==> config.mk <==
export PLATFORM = sky130hd
export DESIGN_NAME = auth_input_sequencer
export DESIGN_NICKNAME = d
export VERILOG_FILES = /design/src/rtl/authseq_pkg.sv /design/src/rtl/authseq_ctrl.sv /design/src/rtl/authseq_nibpack.sv /design/src/rtl/authseq_dpath.sv /design/src/rtl/auth_input_sequencer.sv
export SDC_FILE = /design/constraint.sdc
export NUM_CORES = 1
export LEC_CHECK = 0
export BUFFER_PORTS_ARGS = -buffer_cell sky130_fd_sc_hd__buf_2
export CAP_MARGIN = 15
export CORE_ASPECT_RATIO = 0.7
export CORE_MARGIN = 1.5
export CORE_UTILIZATION = 25
export DETAILED_ROUTE_END_ITERATION = 16
export GPL_ROUTABILITY_DRIVEN = 0
export PLACE_DENSITY = 0.5
export SKIP_CTS_REPAIR_TIMING = 1
export SLEW_MARGIN = 15
export SYNTH_ARGS = -nofsm -noshare
export SYNTH_HDL_FRONTEND = slang
export SYNTH_SLANG_ARGS = --single-unit
==> constraint.sdc <==
create_clock -name clk -period 11.3 [get_ports clk]
set_input_delay 1.695 -clock clk [delete_from_list [all_inputs] [get_ports clk]]
set_output_delay 1.695 -clock clk [all_outputs]
set_load 0.02 [all_outputs]
==> src/rtl/authseq_pkg.sv <==
package authseq_pkg;
  localparam int BYTE_W      = 8;
  localparam int NIB_W       = 4;
  localparam int WORD_BYTES  = 8;
  localparam int WORD_W      = WORD_BYTES * BYTE_W;
  localparam int ROW_LEN     = 7;
  localparam int ABSORB_TICKS = 56;
  localparam int HA_NIBS     = 16;
  localparam int DA_NIBS     = 14;
  localparam int SK_NIBS     = 16;
  localparam int RUN_TICKS   = 142;
  localparam int TICK_W      = $clog2(RUN_TICKS);

  typedef logic [TICK_W-1:0] tick_t;

  localparam tick_t ABSORB_END = tick_t'(ABSORB_TICKS);
  localparam tick_t LAST_TICK  = tick_t'(RUN_TICKS - 1);
  localparam tick_t SK_BASE    = tick_t'(RUN_TICKS - SK_NIBS);
  localparam tick_t DA_BASE    = tick_t'(RUN_TICKS - SK_NIBS - DA_NIBS);
  localparam tick_t HA_BASE    = ABSORB_END;

  typedef struct packed {
    logic  load;
    logic  tick;
    logic  abort;
    tick_t idx;
  } seqCtl_t;
endpackage

==> src/rtl/authseq_ctrl.sv <==
module authseq_ctrl
  import authseq_pkg::*;
(
  input  logic    clk,
  input  logic    rstN,
  input  logic    start,
  input  logic    tickEn,
  input  logic    hostByteValid,
  input  logic    authFail,
  output seqCtl_t ctl,
  output logic    hostTake,
  output logic    busy,
  output logic    done
);
  logic  running;
  tick_t tickIdx;
  logic  hostSlot, abortNow, fire, loadNow;

  always_comb begin
    hostSlot = (tickIdx < ABSORB_END) &&
               ((tickIdx % tick_t'(ROW_LEN)) == tick_t'(ROW_LEN - 1));
    abortNow = running && authFail && (tickIdx < SK_BASE);
    fire     = running && tickEn && (!hostSlot || hostByteValid) && !abortNow;
    loadNow  = !running && start;
  end

  always_ff @(posedge clk) begin
    if (!rstN) begin
      running <= 1'b0;
      tickIdx <= '0;
      done    <= 1'b0;
    end else begin
      done <= 1'b0;
      if (loadNow) begin
        running <= 1'b1;
        tickIdx <= '0;
      end else if (abortNow) begin
        running <= 1'b0;
      end else if (fire) begin
        if (tickIdx == LAST_TICK) begin
          running <= 1'b0;
          done    <= 1'b1;
        end else begin
          tickIdx <= tickIdx + tick_t'(1);
        end
      end
    end
  end

  always_comb begin
    ctl.load  = loadNow;
    ctl.tick  = fire;
    ctl.abort = abortNow;
    ctl.idx   = tickIdx;
    hostTake  = fire && hostSlot;
    busy      = running;
  end

  assert_done_pulse_R9: assert property (@(posedge clk) disable iff (!rstN)
    done |=> !done);
  assert_done_idle_R9: assert property (@(posedge clk) disable iff (!rstN)
    done |-> !busy);
  assert_take_valid_R4: assert property (@(posedge clk) disable iff (!rstN)
    hostTake |-> (hostByteValid && tickEn));
  assert_tick_en_R6: assert property (@(posedge clk) disable iff (!rstN)
    ctl.tick |-> (tickEn && busy));
  assert_idx_step_R6: assert property (@(posedge clk) disable iff (!rstN)
    (ctl.tick && ctl.idx != LAST_TICK) |=> (ctl.idx == ($past(ctl.idx) + tick_t'(1))));
  assert_start_R2: assert property (@(posedge clk) disable iff (!rstN)
    (!busy && start) |=> (busy && ctl.idx == '0));
  assert_abort_R10: assert property (@(posedge clk) disable iff (!rstN)
    (busy && authFail && ctl.idx < SK_BASE) |=> (!busy && !done));
endmodule

==> src/rtl/authseq_nibpack.sv <==
module authseq_nibpack
  import authseq_pkg::*;
#(
  parameter int    NIBS = 16,
  parameter tick_t BASE = '0
) (
  input  logic                  clk,
  input  logic                  rstN,
  input  logic                  clr,
  input  logic                  tick,
  input  tick_t                 idx,
  input  logic [NIB_W-1:0]      nib,
  output logic [NIBS*NIB_W-1:0] q
);
  localparam int    OFF_W   = $clog2(NIBS);
  localparam tick_t END_IDX = tick_t'(int'(BASE) + NIBS);

  logic             inWin;
  logic [OFF_W-1:0] slot;

  always_comb begin
    inWin = tick && (idx >= BASE) && (idx < END_IDX);
    slot  = OFF_W'(idx - BASE);
  end

  always_ff @(posedge clk) begin
    if (!rstN || clr) begin
      q <= '0;
    end else if (inWin) begin
      for (int g = 0; g < NIBS; g++)
        if (slot == OFF_W'(g)) q[g*NIB_W +: NIB_W] <= nib;
    end
  end
endmodule

==> src/rtl/authseq_dpath.sv <==
module authseq_dpath
  import authseq_pkg::*;
(
  input  logic                   clk,
  input  logic                   rstN,
  input  seqCtl_t                ctl,
  input  logic [WORD_W-1:0]      devNonce,
  input  logic [WORD_W-1:0]      authKey,
  input  logic [BYTE_W-1:0]      hostByte,
  input  logic [NIB_W-1:0]       coreNib,
  output logic [BYTE_W-1:0]      cipherByte,
  output logic [HA_NIBS*NIB_W-1:0] hostAuth,
  output logic [DA_NIBS*NIB_W-1:0] devAuth,
  output logic [SK_NIBS*NIB_W-1:0] sessKey
);
  localparam logic [2:0] HOST_POS = 3'(ROW_LEN - 1);
  localparam logic [2:0] HALF_POS = 3'(ROW_LEN / 2);

  logic [WORD_W-1:0] dnReg, keyReg, srcWord;
  logic [2:0]        row, pos, sel;

  always_ff @(posedge clk) begin
    if (!rstN) begin
      dnReg  <= '0;
      keyReg <= '0;
    end else if (ctl.load) begin
      dnReg  <= devNonce;
      keyReg <= authKey;
    end
  end

  always_comb begin
    row     = 3'(ctl.idx / tick_t'(ROW_LEN));
    pos     = 3'(ctl.idx % tick_t'(ROW_LEN));
    sel     = {row[1:0], pos >= HALF_POS};
    srcWord = row[2] ? keyReg : dnReg;
    if (ctl.idx >= ABSORB_END)  cipherByte = '0;
    else if (pos == HOST_POS)   cipherByte = hostByte;
    else                        cipherByte = srcWord[{sel, 3'b000} +: BYTE_W];
  end

  authseq_nibpack #(.NIBS(HA_NIBS), .BASE(HA_BASE)) u_ha (
    .clk(clk), .rstN(rstN), .clr(ctl.load), .tick(ctl.tick),
    .idx(ctl.idx), .nib(coreNib), .q(hostAuth));

  authseq_nibpack #(.NIBS(DA_NIBS), .BASE(DA_BASE)) u_da (
    .clk(clk), .rstN(rstN), .clr(ctl.load), .tick(ctl.tick),
    .idx(ctl.idx), .nib(coreNib), .q(devAuth));

  authseq_nibpack #(.NIBS(SK_NIBS), .BASE(SK_BASE)) u_sk (
    .clk(clk), .rstN(rstN), .clr(ctl.abort), .tick(ctl.tick),
    .idx(ctl.idx), .nib(coreNib), .q(sessKey));

  assert_abort_clear_R10: assert property (@(posedge clk) disable iff (!rstN)
    ctl.abort |=> (sessKey == '0));
  assert_zero_tail_R5: assert property (@(posedge clk) disable iff (!rstN)
    (ctl.tick && ctl.idx >= ABSORB_END) |-> (cipherByte == '0));
  assert_ha_hold_R7: assert property (@(posedge clk) disable iff (!rstN)
    (!ctl.tick && !ctl.load) |=> $stable(hostAuth));
  assert_sk_hold_R8: assert property (@(posedge clk) disable iff (!rstN)
    (!ctl.tick && !ctl.abort) |=> $stable(sessKey));
endmodule

==> src/rtl/auth_input_sequencer.sv <==
module auth_input_sequencer
  import authseq_pkg::*;
(
  input  logic                     clk,
  input  logic                     rstN,
  input  logic                     start,
  input  logic [WORD_W-1:0]        devNonce,
  input  logic [WORD_W-1:0]        authKey,
  input  logic                     tickEn,
  input  logic [BYTE_W-1:0]        hostByte,
  input  logic                     hostByteValid,
  output logic                     hostTake,
  input  logic                     authFail,
  input  logic [NIB_W-1:0]         coreNib,
  output logic                     cipherClear,
  output logic                     cipherTick,
  output logic [BYTE_W-1:0]        cipherByte,
  output logic [HA_NIBS*NIB_W-1:0] hostAuth,
  output logic [DA_NIBS*NIB_W-1:0] devAuth,
  output logic [SK_NIBS*NIB_W-1:0] sessKey,
  output logic                     busy,
  output logic                     done
);
  seqCtl_t ctl;

  authseq_ctrl u_ctrl (
    .clk(clk), .rstN(rstN), .start(start), .tickEn(tickEn),
    .hostByteValid(hostByteValid), .authFail(authFail), .ctl(ctl),
    .hostTake(hostTake), .busy(busy), .done(done));

  authseq_dpath u_dpath (
    .clk(clk), .rstN(rstN), .ctl(ctl), .devNonce(devNonce),
    .authKey(authKey), .hostByte(hostByte), .coreNib(coreNib),
    .cipherByte(cipherByte), .hostAuth(hostAuth), .devAuth(devAuth),
    .sessKey(sessKey));

  assign cipherClear = ctl.load;
  assign cipherTick  = ctl.tick;
endmodule

Word-level counts from Yosys, hierarchy flattened
Cells that the tools add are included.
{ "op_classes": {"n_addsub": 4, "n_div": 2, "order_cmp": 8, "n_eq_ne": 46, "n_shift": 1, "mux": 8, "bitwise": 4, "n_reduce_logical": 76} }
{ "op_table": {"columns": ["cell", "n"], "rows": [
  ["$reduce_and A2 Y1", 47],
  ["$eq A4 B4 Y1 const B", 22],
  ["$mux W64", 1],
  ["$shiftx A64 B7 Y8", 1],
  ["$eq A4 B3 Y1 const B", 12],
  ["$eq A4 B2 Y1 const B", 6],
  ["$ge A8 B7 Y1 const B", 2],
  ["$lt A8 B7 Y1 const B", 2],
  ["$mux W8", 2],
  ["$logic_and A1 B1 Y1", 14],
  ["$eq A4 B1 Y1 const B", 3],
  ["$logic_not A4 Y1", 3],
  ["$add A8 B1 Y8 const B", 1],
  ["$div A8 B3 Y8 const B", 1],
  ["$eq A8 B3 Y1 const B", 1],
  ["$eq A8 B8 Y1 const B", 1],
  ["$ge A8 B6 Y1 const B", 1],
  ["$lt A8 B6 Y1 const B", 1],
  ["$lt A8 B8 Y1 const B", 1],
  ["$mod A8 B3 Y8 const B", 1],
  ["$sub A4 B4 Y4 const B", 2],
  ["$reduce_bool A3 Y1", 2],
  ["$mux W1", 5],
  ["$logic_not A1 Y1", 4],
  ["other kinds (8)", 13]
]} }
{ "totals": {"regBits": 322, "out_inout_bits": 197} }

Depth between registers and ports, before layout
{ "depth": {"word_depth": 10, "ltp_mapped": 25, "mapped_depth_nobuf": 22} }

Hierarchy
From an unflattened synthesis, not the netlist that was laid out.
{ "hier_totals": {"cells_unflattened": 1693, "area_unflattened_um2": 15945.3} }
{ "modules_own_cells": {"columns": ["mod", "instances", "cells_per_inst", "area_each_um2", "seq_area_each_um2"], "rows": [
  ["authseq_dpath", 1, 793, 7144.4, 2562.5],
  ["authseq_nibpack at u_dpath.u_sk", 1, 276, 2700.1, 1281.2],
  ["authseq_nibpack at u_dpath.u_ha", 1, 234, 2407.3, 1281.2],
  ["authseq_nibpack at u_dpath.u_da", 1, 209, 2149.6, 1121.1],
  ["authseq_ctrl", 1, 181, 1544.0, 200.2]
]} }

Worst setup path before layout
No wires, ideal clock.
{ "synth_timing": {"path_type": "register -> output", "from": "register u_ctrl.tickIdx[1]", "to": "output cipherByte[6]", "t_arrival_ns": 5.833, "required_ns": 9.605, "setup_slack_ns": 3.772, "path_stages_with_launch": 24, "path_buffers": 2, "path_cell_list": "dfxtp_1 -> inv_1 -> ha_1 -> or4b_1 -> o2111a_1 -> or3_1 -> a2111oi_2 -> nor3_1 -> a21oi_1 -> xnor2_1 -> ha_1 -> o21ai_1 -> nand4_4 -> xnor2_1 -> ha_1 -> inv_1 -> o2111ai_1 -> o22ai_1 -> buf_2 -> buf_4 -> mux2i_1 -> o22ai_1 -> nor3_1 -> o32ai_1"} }
{ "synth_between": {"elab_chain_len": 5} }
{ "synth_rtl": {"columns": ["element", "line", "text"], "rows": [
  ["start, declared", "authseq_ctrl.sv:16", "tick_t tickIdx;"],
  ["start signal, assigned", "authseq_ctrl.sv:44", "tickIdx <= tickIdx + tick_t'(1);"],
  ["$mod A8 B3 Y8 / $div A8 B3 Y8 (equally long branches)", "authseq_dpath.sv:34, authseq_dpath.sv:33", null],
  ["$ge A3 B2 Y1 / $mux W64 (equally long branches)", "authseq_dpath.sv:35, authseq_dpath.sv:36", null],
  ["$shiftx A64 B7 Y8", "authseq_dpath.sv:39", "else cipherByte = srcWord[{sel, 3'b000} +: BYTE_W];"],
  ["$mux W8", "authseq_dpath.sv:38", "else if (pos == HOST_POS) cipherByte = hostByte;"],
  ["$mux W8 *", "authseq_dpath.sv:37", "if (ctl.idx >= ABSORB_END) cipherByte = '0;"],
  ["end, declared", "auth_input_sequencer.sv:17", "output logic [BYTE_W-1:0] cipherByte,"]
]} }
Every way passes the cells marked *; elsewhere a longest branch is shown, timed or not.

Worst setup path after layout
{ "layout_timing": {"from": "register u_ctrl.tickIdx[2]", "to": "output cipherByte[6]"} }
Same word-level chain as after synthesis.

==> summary.md <==
| Metric | Value |
|---|---|
| Synthesized cell area | 0.0137 mm² |
| DR DRC count | 0 |
| Share of the synthesized area in the top cell type | 46.9% |
| R2r endpoint | u_ctrl.tickIdx[0] |
| Detailed placement HPWL | 36000 µm |
| FMAX | 96.4 MHz |
| Post-synthesis xor/xnor area fraction | 1.14% |
| Final Cell Area | 0.0171 mm² |
| Final setup viols | 0 |
| Main synth FF type | dfxtp_1 |
| Deepest clock path buffer count | 3 |
| Setup TNS | 0 ps |
| Leak Pwr | 6.78 nW |
| Number of synthesis warnings | 0 |
| Synth Area in Simple Gates | 21.7% |
| Cells along the critical path | clkinv_1 > ha_1 > or4b_1 > o2111a_1 > or3_1 > a2111oi_2 > nor3_1 > a21oi_1 > xnor2_1 > ha_1 > o21ai_1 > nand4_4 > xnor2_1 > ha_1 > inv_1 > o2111ai_1 > o22ai_4 > buf_4 > mux2i_1 > o22ai_1 > nor4_1 > o32ai_1 > buf_2 |
| Tmin final | 10370 ps |
| Critical Path Source Type | register |
| Share of cells above drive strength 1 | 22.2% |
| Critical path capture point | cipherByte[6] |
| Synth area leader | dfxtp_1 |
| Pins Over Slew Limit | 0 |
| Reg2reg setup slack | 4230 ps |
| Post-synthesis compound-gate area fraction | 19.4% |
| Post-synthesis mux area share | 6.28% |
| Syn_area_per_cell | 8.36 µm² |
| # H-tree levels | 2 |
| Post-synth EDFFs | 0 |
| Drt total wl | 49500 µm |
| Commonest non-fill, non-tap cells in the layout | 341 x buf_2, 323 x nand2_1, 322 x dfxtp_1 |
| Clk_lat worst skew | 530 ps |
| Clock Skew | 11.2 ps |
| Detailed-route via count | 13000 |
| Synth top area cells | dfxtp_1 47%, nand2_1 8.9%, nand3_1 7.8% |
| RSZ-0062 raised after global routing | no |
| Critical path arrival | 8680 ps |
| Worst Hold Class | register to register |
| Ports | 343 |
| Vias in the first global route | 11800 |
| Remaining global-route overflow | 0 |
| Post-synth ARST share | 0% |
| Yosys reg bits | 322 |
| CTS buffer count | 35 |
| Die area | 0.0564 mm² |
| Overall Power | 2.43 mW |
| Die width | 283 µm |
| Worst-path fanout max | 31 |
| Clock Sinks | 322 |
| CP Launch Point | u_ctrl.tickIdx[2] |
| Tot GR Track Use | 16.8% |
| Core Rows | 71 |
| Cell count after synthesis | 1644 |
| CTS root buf | clkbuf_16 |
| Port bufs | 342 |
| # Max-Cap Violations | 0 |
| Fin. Hold Viols | 0 |
| CP most frequent cell | ha_1 |
| Core area | 0.0540 mm² |
| Status | completed |
| Global-route wire length before repair | 73700 µm |
| Worst R2R Path Depth | 21 |
| Pwr/cell area | 142 mW/mm² |
| Clock slew at the register clock pins of the worst setup and hold paths | 60 ps |
| Slowest CP cell | dfxtp_1 |
| Initial antenna violation count | 2 |
| Largest stage delay, worst path | 690 ps |
| Post-Place Cell Area | 0.0161 mm² |
| Slew @ Worst Pin | 1100 ps |
| Vias per cell | 4.87 |
| CP Capture Type | primary output |
| CTS tree | done |
| Effective utilization at floorplan | 25.5% |
| Worst path depth | 23 |
| Routed Antenna Nets | 0 |
| Wirelength per Cell | 18.5 µm |
| Max rail drop VDD | 0.0000816 V |
| Final nets | 2078 |
| Fin crit share | 91.8% |
| First-pass detailed-route iteration total | 5 |
| Largest net degree at the start of global routing | 91 |
| Area grow syn2layout | 24.6% |
| Worst path top cell family by delay | compound AO/OA/AOI/OAI gates |
| Worst slew margin | 26.9% |
| WP data required | 9610 ps |
| Sequential share of the synthesized area | 46.9% |
| Buf+Inv Stages, Crit Path | 4 |
| Synth cell types | 68 |
| Commonest non-fill, non-tap cell in the layout | buf_2 |
| Main combinational cell family by area after synthesis | simple AND/OR/NAND/NOR gates |
| DR iter-0 viols | 989 |
| Die height | 199 µm |
| Reg2Reg Launch Point | u_ctrl.tickIdx[2] |
| Syn Nets | 1800 |
| Critical path type | register to primary output |
| Post-synthesis adder-cell area fraction | 0.910% |
final cells by class:
class	instances	area, µm²
inverter	18	70.1
timing repair buffer	355	1830
tap	730	913
clock buffer	41	928
sequential	322	6450
antenna	2	5.00
clock inverter	10	111
fill	5853	36900
multi-input combinational	1190	6830
cells in the mapped netlist, types with 3 or more instances:
master	instances
xnor2_1	12
inv_1	17
nand2b_1	5
a21boi_0	131
nor3b_1	3
nor4_1	6
nand4_1	6
nor3_1	18
dfxtp_1	322
nand2_1	325
o211ai_1	14
o21a_1	4
o21ai_1	3
and3_1	9
or2_2	3
nor2b_1	7
mux2i_1	80
a22oi_1	4
and2_1	3
xor2_1	4
clkbuf_1	96
o22ai_1	31
a21oi_1	20
buf_1	10
o21ai_0	184
a211o_1	4
mux2_2	3
or3_1	5
nand3_1	214
buf_2	6
nor2_1	39
ha_1	10
a31oi_1	3
layer usage:
layer	track usage [%]	vias to the layer above	wire length [µm]
met5	0	-	0
met4	4.10	0	791
met3	3.42	55	3210
met2	24.9	394	21300
met1	24.5	6210	24200
li1	-	6323	-
state kept, by name (all words and copies together) (netlist names):
name / flops
u_ctrl.busy: 1
u_dpath.u_ha.q: 64
u_ctrl.done: 1
u_dpath.u_sk.q: 64
u_dpath.dnReg: 64
u_dpath.u_da.q: 56
u_ctrl.tickIdx: 8
u_dpath.keyReg: 64
logic make-up (layout without fill, tap and decap cells):
kind of cell    Yosys count  in the layout
simple gates            658            658
compound gates          420            420
flops                   322            322
buf+inv                 132            424
mux                      85             85
xor+xnor                 17             17
fa+ha+maj                10             10
other cells               0              2
worst register-to-register path, cell delays in order (launching register included):
cell and delay, ps:
dfxtp_1 690, clkinv_1 450, ha_1 370, or4b_1 530
o2111a_1 330, or3_1 470, a2111oi_2 360, nor3_1 130
a21oi_1 300, xnor2_1 180, ha_1 310, o21ai_1 320
nand4_4 270, xnor2_1 270, ha_1 270, inv_1 120
or4_1 510, o21a_1 220, a2111oi_4 460, nor2_1 180
xnor2_1 160, nor2_1 50
worst min-delay path by stage:
stage                            start                 end  slack [ps]  depth (start not counted)
CTS                 u_dpath.u_sk.q[24]  u_dpath.u_sk.q[24]         450                          2
detailed placement  u_dpath.u_sk.q[24]  u_dpath.u_sk.q[24]         440                          2
finish              u_dpath.u_sk.q[25]  u_dpath.u_sk.q[25]         460                          2
global placement    u_dpath.u_sk.q[24]  u_dpath.u_sk.q[24]         440                          2
global route        u_dpath.u_sk.q[24]  u_dpath.u_sk.q[24]         460                          2
floorplan            u_dpath.dnReg[32]   u_dpath.dnReg[32]         440                          2
per-stage QoR:
stage | worst slack [ps] | std cells | util (%) | hold slack (ps)
after global routing | 476 | 2666 | 31.7 | 460
after CTS | 1080 | 2665 | 31.6 | 453
after global placement | 1970 | 2614 | 29.7 | 437
after floorplan | 3770 | 1644 | - | 443
after detailed placement | 1680 | 2614 | 29.7 | 444
final | 929 | 2668 | 31.7 | 456
report_power, final:
part | total [mW] | internal (mW) | leakage (nW) | switching [mW]
Sequential | 1.18 | 1.16 | 2.61 | 0.0215
Clock | 1.09 | 0.627 | 0.517 | 0.466
Combinational | 0.156 | 0.0523 | 3.65 | 0.103
Total | 2.43 | 1.84 | 6.78 | 0.591
(Power assumes the default switching activity.)
